### config.mk
export PLATFORM = sky130hd
export DESIGN_NAME = alc_gain_engine
export DESIGN_NICKNAME = d
export VERILOG_FILES = /design/src/rtl/alc_pkg.sv /design/src/rtl/alc_tick_gen.sv /design/src/rtl/alc_level_detect.sv /design/src/rtl/alc_gain_loop.sv /design/src/rtl/alc_gain_engine.sv
export SDC_FILE = /design/constraint.sdc
export NUM_CORES = 1
export LEC_CHECK = 0
export BUFFER_PORTS_ARGS = -buffer_cell sky130_fd_sc_hd__buf_2
export CAP_MARGIN = 20
export CORE_UTILIZATION = 60
export CTS_CLUSTER_DIAMETER = 100
export DETAILED_ROUTE_END_ITERATION = 8
export PLACE_DENSITY_LB_ADDON = 0.2
export SYNTH_ARGS = -nofsm -noshare
export SYNTH_HDL_FRONTEND = slang
export SYNTH_SLANG_ARGS = --single-unit
### constraint.sdc
create_clock -name clk -period 10.6 [get_ports clk]
set_input_delay 2.12 -clock clk [delete_from_list [all_inputs] [get_ports clk]]
set_output_delay 2.12 -clock clk [all_outputs]
set_load 0.005 [all_outputs]
### src/rtl/alc_pkg.sv
package alc_pkg;

    typedef enum logic [1:0] {
        LVL_UNDER = 2'd0,
        LVL_OVER  = 2'd1,
        LVL_GATED = 2'd2
    } lvl_cls_e;

    // Amplitude for target code t: full scale scaled down by 1.5 dB per step
    // below the top setting (0.841395 in Q16 per step).
    function automatic logic [63:0] target_amp(input int t, input int w);
        logic [63:0] v;
        int          n;
        v = 64'd1 << (w - 1);
        n = 15 - ((t > 14) ? 14 : t);
        for (int k = 0; k < n; k++) begin
            v = (v * 64'd55142) >> 16;
        end
        return v;
    endfunction

endpackage

### src/rtl/alc_tick_gen.sv
module alc_tick_gen #(
    parameter int TICK_CYC = 3072
) (
    input  logic clk,
    input  logic rst_n,
    output logic tick
);
    localparam int CW = (TICK_CYC > 2) ? $clog2(TICK_CYC) : 1;

    logic [CW-1:0] cnt_d, cnt_q;

    always_comb begin
        cnt_d = cnt_q + 1'b1;
        if (cnt_q == CW'(TICK_CYC - 1)) cnt_d = '0;
    end

    always_ff @(posedge clk or negedge rst_n) begin
        if (!rst_n) cnt_q <= '0;
        else        cnt_q <= cnt_d;
    end

    assign tick = (cnt_q == CW'(TICK_CYC - 1));
endmodule

### src/rtl/alc_level_detect.sv
module alc_level_detect
    import alc_pkg::*;
#(
    parameter int DATA_W  = 24,
    parameter int GATE_SH = 4
) (
    input  logic              clk,
    input  logic              rst_n,
    input  logic              smp_vld,
    input  logic [DATA_W-1:0] smp_data,
    input  logic [3:0]        tgt_lvl,
    input  logic              gate_on,
    input  logic [2:0]        gate_lvl,
    output lvl_cls_e          cls
);
    localparam logic [DATA_W-1:0] FULL = DATA_W'(1) << (DATA_W - 1);

    logic [DATA_W-1:0] thr_tab [16];
    logic [DATA_W-1:0] mag, gate_thr;
    lvl_cls_e          cls_d, cls_q;

    for (genvar gi = 0; gi < 16; gi++) begin : g_thr
        assign thr_tab[gi] = DATA_W'(target_amp(gi, DATA_W));
    end

    always_comb begin
        mag      = smp_data[DATA_W-1] ? (~smp_data + 1'b1) : smp_data;
        gate_thr = FULL >> (GATE_SH + int'(gate_lvl));
        cls_d    = cls_q;
        if (smp_vld) begin
            if (gate_on && (mag < gate_thr)) cls_d = LVL_GATED;
            else if (mag > thr_tab[tgt_lvl])  cls_d = LVL_OVER;
            else                              cls_d = LVL_UNDER;
        end
    end

    always_ff @(posedge clk or negedge rst_n) begin
        if (!rst_n) cls_q <= LVL_UNDER;
        else        cls_q <= cls_d;
    end

    assign cls = cls_q;
endmodule

### src/rtl/alc_gain_loop.sv
module alc_gain_loop
    import alc_pkg::*;
#(
    parameter int GAIN_W     = 6,
    parameter int CNT_W      = 32,
    parameter int HOLD_TICKS = 11,
    parameter int GAIN_RST   = 16
) (
    input  logic              clk,
    input  logic              rst_n,
    input  logic              tick,
    input  lvl_cls_e          cls,
    input  logic              alc_on,
    input  logic              lim_mode,
    input  logic [3:0]        hold_sel,
    input  logic [3:0]        atk_sel,
    input  logic [3:0]        dcy_sel,
    input  logic [GAIN_W-1:0] gain_max,
    input  logic [GAIN_W-1:0] gain_min,
    input  logic [GAIN_W-1:0] man_gain,
    output logic [GAIN_W-1:0] gain_code,
    output logic              gate_flag
);
    localparam logic [GAIN_W-1:0] GAIN_TOP = '1;

    typedef struct packed {
        logic [GAIN_W-1:0] gain;
        logic [CNT_W-1:0]  hold_cnt;
        logic [CNT_W-1:0]  step_cnt;
        lvl_cls_e          prev;
        logic              gate;
    } loop_st_t;

    loop_st_t d, q;

    logic [4:0]       atk_sh, dcy_sh;
    logic [CNT_W-1:0] atk_int, dcy_int, hold_len, step_base;

    always_comb begin
        atk_sh   = {1'b0, (atk_sel > 4'd10) ? 4'd10 : atk_sel} + (lim_mode ? 5'd0 : 5'd2);
        dcy_sh   = {1'b0, (dcy_sel > 4'd10) ? 4'd10 : dcy_sel} + (lim_mode ? 5'd2 : 5'd4);
        atk_int  = CNT_W'(1) << atk_sh;
        dcy_int  = CNT_W'(1) << dcy_sh;
        hold_len = (hold_sel == 4'd0) ? '0 : (CNT_W'(HOLD_TICKS) << (hold_sel - 4'd1));
        step_base = (cls != q.prev) ? '0 : q.step_cnt;

        d      = q;
        d.prev = cls;
        d.gate = alc_on && (cls == LVL_GATED);
        if (!alc_on) begin
            d.gain     = man_gain;
            d.hold_cnt = '0;
            d.step_cnt = '0;
        end else begin
            d.step_cnt = step_base;
            if (tick) begin
                unique case (cls)
                    LVL_OVER: begin
                        d.hold_cnt = '0;
                        if (step_base + 1'b1 >= atk_int) begin
                            d.step_cnt = '0;
                            if (q.gain != '0) d.gain = q.gain - 1'b1;
                        end else begin
                            d.step_cnt = step_base + 1'b1;
                        end
                    end
                    LVL_UNDER: begin
                        if (q.hold_cnt < hold_len) begin
                            d.hold_cnt = q.hold_cnt + 1'b1;
                            d.step_cnt = '0;
                        end else if (step_base + 1'b1 >= dcy_int) begin
                            d.step_cnt = '0;
                            if (q.gain != GAIN_TOP) d.gain = q.gain + 1'b1;
                        end else begin
                            d.step_cnt = step_base + 1'b1;
                        end
                    end
                    default: d.step_cnt = '0;
                endcase
            end
            if (d.gain < gain_min) d.gain = gain_min;
            if (d.gain > gain_max) d.gain = gain_max;
        end
    end

    always_ff @(posedge clk or negedge rst_n) begin
        if (!rst_n) begin
            q.gain     <= GAIN_W'(GAIN_RST);
            q.hold_cnt <= '0;
            q.step_cnt <= '0;
            q.prev     <= LVL_UNDER;
            q.gate     <= 1'b0;
        end else begin
            q <= d;
        end
    end

    assign gain_code = q.gain;
    assign gate_flag = q.gate;
endmodule

### src/rtl/alc_gain_engine.sv
module alc_gain_engine
    import alc_pkg::*;
#(
    parameter int DATA_W     = 24,
    parameter int GAIN_W     = 6,
    parameter int CNT_W      = 32,
    parameter int TICK_CYC   = 3072,
    parameter int HOLD_TICKS = 11,
    parameter int GATE_SH    = 4,
    parameter int GAIN_RST   = 16
) (
    input  logic              clk,
    input  logic              rst_n,
    input  logic              smp_vld,
    input  logic [DATA_W-1:0] smp_data,
    input  logic              alc_on,
    input  logic              lim_mode,
    input  logic [3:0]        tgt_lvl,
    input  logic [3:0]        hold_sel,
    input  logic [3:0]        atk_sel,
    input  logic [3:0]        dcy_sel,
    input  logic [GAIN_W-1:0] gain_max,
    input  logic [GAIN_W-1:0] gain_min,
    input  logic [GAIN_W-1:0] man_gain,
    input  logic              gate_on,
    input  logic [2:0]        gate_lvl,
    output logic [GAIN_W-1:0] gain_code,
    output logic              gate_flag
);
    logic     tick;
    lvl_cls_e cls;

    alc_tick_gen #(.TICK_CYC(TICK_CYC)) u_tick (
        .clk  (clk),
        .rst_n(rst_n),
        .tick (tick)
    );

    alc_level_detect #(.DATA_W(DATA_W), .GATE_SH(GATE_SH)) u_lvl (
        .clk     (clk),
        .rst_n   (rst_n),
        .smp_vld (smp_vld),
        .smp_data(smp_data),
        .tgt_lvl (tgt_lvl),
        .gate_on (gate_on),
        .gate_lvl(gate_lvl),
        .cls     (cls)
    );

    alc_gain_loop #(
        .GAIN_W(GAIN_W), .CNT_W(CNT_W),
        .HOLD_TICKS(HOLD_TICKS), .GAIN_RST(GAIN_RST)
    ) u_loop (
        .clk      (clk),
        .rst_n    (rst_n),
        .tick     (tick),
        .cls      (cls),
        .alc_on   (alc_on),
        .lim_mode (lim_mode),
        .hold_sel (hold_sel),
        .atk_sel  (atk_sel),
        .dcy_sel  (dcy_sel),
        .gain_max (gain_max),
        .gain_min (gain_min),
        .man_gain (man_gain),
        .gain_code(gain_code),
        .gate_flag(gate_flag)
    );
endmodule

==> run summary <==
## Cells and area
• Layout Utilization: 66.4%
• number of antenna repair diodes: 0
• share of layout cells above drive strength 1: 9.70%
• Design Area, Final: 10600 µm²
• final cell count without fillers: 1515
• total number of nets in the final design: 1508
• layout-stage area growth over the synthesis result: 7.97%

## Floorplanning
• number of top-level design ports: 74
• Die Outline Area: 16900 µm²
• height of the chip: 130 µm
• Core Footprint: 15900 µm²
• Starting Density: 61.5%
• chip width: 130 µm
• standard-cell row count: 46

## Global routing
• first-pass GRT wire length: 38600 µm
• vias in the first global route: 8266
• pin count of the biggest net entering global routing: 49
• overall fraction of global-route tracks in use: 28.5%
• GR Overflow Total: 0
• antenna violations before repair: 0

## Clock network
• clock root buffer master: clkbuf_16
• CTS Buffer Depth: 2
• cts bufs inserted: 9
• CTS tree: built
• clock-pin slew on the worst setup and hold paths: 0.07 ns
• number of sinks handled by clock tree synthesis: 87
• number of levels in the clock H-tree: 3
• Skew-Pair Late Insertion Delay: 0.36 ns
• hold-fix buffers at CTS: 0

## Logic synthesis
• post-synth cell types: 90
• average instance area after synthesis: 7.89 µm²
• flip-flop cell with the highest count after synthesis: dfrtp_1
• part of the Yosys area used for sequential elements: 22.2%
• number of synthesized flops with an enable pin: 0
• synthesized netlist cell count: 1244
• top cell type's share of synthesized area: 21.9%
• FF+latch count, synth: 87
• top cell type by total area after synthesis: dfrtp_1
• top cells by area, synth: dfrtp_1 (22%), ha_1 (19%), nand2_1 (6.8%), nor2_1 (4.2%), o21ai_0 (3.8%)
• Synth Cell Area: 9810 µm²
• Synth async-reset ratio: 100%
• warning count from the yosys run: 0

## Setup path
• worst endpoint data arrival time: 9.91 ns
• family with the most delay on the worst path: simple AND/OR/NAND/NOR gates
• endpoint kind of the worst setup timing path: flip-flop
• Data required, critical path: 10.85 ns
• worst setup path category: reg2reg
• FF-to-FF End: u_loop.gain_code[1]
• startpoint of the worst-slack reg-to-reg timing path: u_lvl.cls[1]
• Slowest Stage Delay on Critical Path: 0.68 ns
• R2R depth: 39
• biggest fanout along the worst timing path: 23
• worst-case register-to-register setup slack: 0.94 ns
• master of the slowest instance on the critical path: or4b_2
• startpoint type of the worst setup path: flip-flop
• combined buffer and inverter count along the critical path: 1

## Power and ir drop
• Clk network pwr share: 30.1%
• net switching share of the total power: 39.0%
• Leak Pwr: 4.84 nW
• power density normalized to cell area: 101 nW/µm²
• Reg power frac: 33.8%
• Sw Pwr: 416 µW
• post-route total power: 1.07 mW
• Int Power: 651 µW
• part of the total power dissipated in combinational logic: 36.1%
• Peak supply drop: 92.0 µV

## Timing
• final number of setup-violating endpoints: 0
• setup TNS: 0 ns
• worst path setup slack after routing: 0.943 ns
• final critical-path required period: 9.66 ns
• number of max-slew violations in the final report: 0
• final hold vios: 0
• Clock Skews: 0.0123 ns
• slew at the pin with the worst max-slew slack: 1.01 ns
• Max-slew headroom: 32.6%
• maximum achievable frequency: 0.104 GHz
• Worst Hold Slack: 0.482 ns
• final worst-path cycle share: 91.1%
• unrepaired setup endpoints after global routing: false

## Outcome
• run status: complete, no violations

## Placement
• Setup Slack @ Placement: 0.447 ns
• Placed Area: 10300 µm²
• routability cong.: 0.936
• count of buffers inserted at the top-level ports: 73
• number of cells after detailed placement: 1499
• half-perimeter wire length of the detailed placement result: 18200 µm

## Job
• max_cap viols: 0

## Route
• vias: 9231
• Routed WL per cell: 15.7 µm
• number of vias per cell: 6.09
• iteration count of the initial detailed-routing pass: 5
• count of unresolved DRC violations after routing: 0
• DRC violation total after the first TritonRoute iteration: 574
• final WL: 23900 µm
• number of antenna-violating nets in the routed design: 0

## Hold path
• sink of the worst hold path: u_loop.q[63]
• critical hold path startpoint: u_loop.q[63]
• Worst Hold Depth: 1
• Hold Crit Class: reg2reg

## worst max path at each step
stage | slack [ns] | start | to | depth (start not counted)
after global routing | 0.19 | u_lvl.cls[1] | u_loop.gain_code[1] | 41
after floorplan | 1.41 | dcy_sel[3] | u_loop.gain_code[1] | 35
final | 0.94 | u_lvl.cls[1] | u_loop.gain_code[1] | 39
after CTS | 0.81 | dcy_sel[3] | u_loop.gain_code[1] | 34
after global placement | 0.70 | dcy_sel[3] | u_loop.gain_code[1] | 34
after detailed placement | 0.45 | dcy_sel[3] | u_loop.gain_code[1] | 34
## state kept, by name, indices dropped and copies added (netlist names)
| register | count |
|---|---|
| u_lvl.cls | 2 |
| u_tick.cnt_q | 12 |
| u_loop.gate_flag | 1 |
| u_loop.q | 66 |
| u_loop.gain_code | 6 |
## worst reg2reg max path, delay by kind of cell (launching register included)
family / cells / cell delay [ns]
compound gates: 13 / 3.20
xor+xnor: 2 / 0.35
fa+ha+maj: 4 / 1.09
buf+inv: 1 / 0.27
flops: 1 / 0.50
mux: 1 / 0.34
simple gates: 18 / 3.83
## power groups by stage
| stage | Clock [mW] | Sequential, mW | Combinational, mW |
|---|---|---|---|
| 2_1_floorplan | 0 | 0.355 | 0.288 |
| 6_report | 0.321 | 0.361 | 0.385 |
| 5_1_grt | 0.340 | 0.362 | 0.431 |
| 4_1_cts | 0.325 | 0.360 | 0.378 |
| 3_5_place_dp | 0 | 0.366 | 0.376 |
| 3_3_place_gp | 0 | 0.366 | 0.369 |
## kinds of logic after synthesis
logic type / synth area share (%)
XOR/XNOR: 6.34
multiplexers: 1.77
AND/OR/NAND/NOR: 26.7
flip-flops: 22.2
adder cells (fa/ha/maj): 18.8
other: 0.0382
buffers and inverters: 4.54
AO/OA/AOI/OAI: 19.6
## synth_stat cells, types with 6 or more instances
cell         n
o21a_1      11
a21oi_1     63
a22oi_1     23
nor2b_1     16
xor2_1      35
nand2b_1    10
mux2i_1     11
nand3_1     67
xnor2_1     36
nand2_1    178
a211oi_1    10
clkbuf_1    37
nor4_1       7
buf_4        6
and3_1      14
and4_1       9
dfrtp_1     86
ha_1       146
nor2_1     110
inv_1       49
nor3_1      15
o21ai_0     75
o2111ai_1    6
o22ai_1      6
or3_1       21
a31oi_1     14
a21o_1      16
o31ai_1     13
and2_1      21
nand4_1     30
## per-layer routing
metal	vias to the layer above	part of all wire, %	track usage [%]
li1	4605	-	-
met1	4316	46	37.7
met2	277	48	48.6
met3	33	4.8	4.10
met4	0	1.5	7.87
met5	-	0	0
## final cells by class
class,instances,area [µm²]
multi-input combinational,1069,7250
clock buffer,9,225
tap,216,270
clock inverter,7,77.6
timing repair buffer,78,405
sequential,87,2180
fill,1374,5350
inverter,49,184
## repair_timing
| item | CTS | global route |
|---|---|---|
| endpoints found under the setup margin | 0 | 5 |
| endpoints found under the hold margin | 0 | 0 |
| gates resized for setup | 0 | 1 |
| setup buffers | 0 | 0 |
## cells in the final DEF, fill, tap and decap left out, drive strengths merged, types with 5 or more instances in the layout
cell / n
o2111ai: 6
nor2b: 16
nand4: 30
o21ai: 78
clkbuf: 9
nand2b: 10
and2: 22
a21o: 17
o21a: 11
buf: 78
xnor2: 36
mux2i: 11
dfrtp: 86
and4: 9
nor2: 112
or3: 21
a21oi: 64
o22ai: 6
conb: 16
o31ai: 13
mux2: 5
xor2: 35
a31oi: 14
nor4: 10
nand2: 178
ha: 146
a211oi: 10
a22oi: 23
inv: 51
nand3: 70
and3: 14
nor3: 16
(Power assumes the default switching activity.)
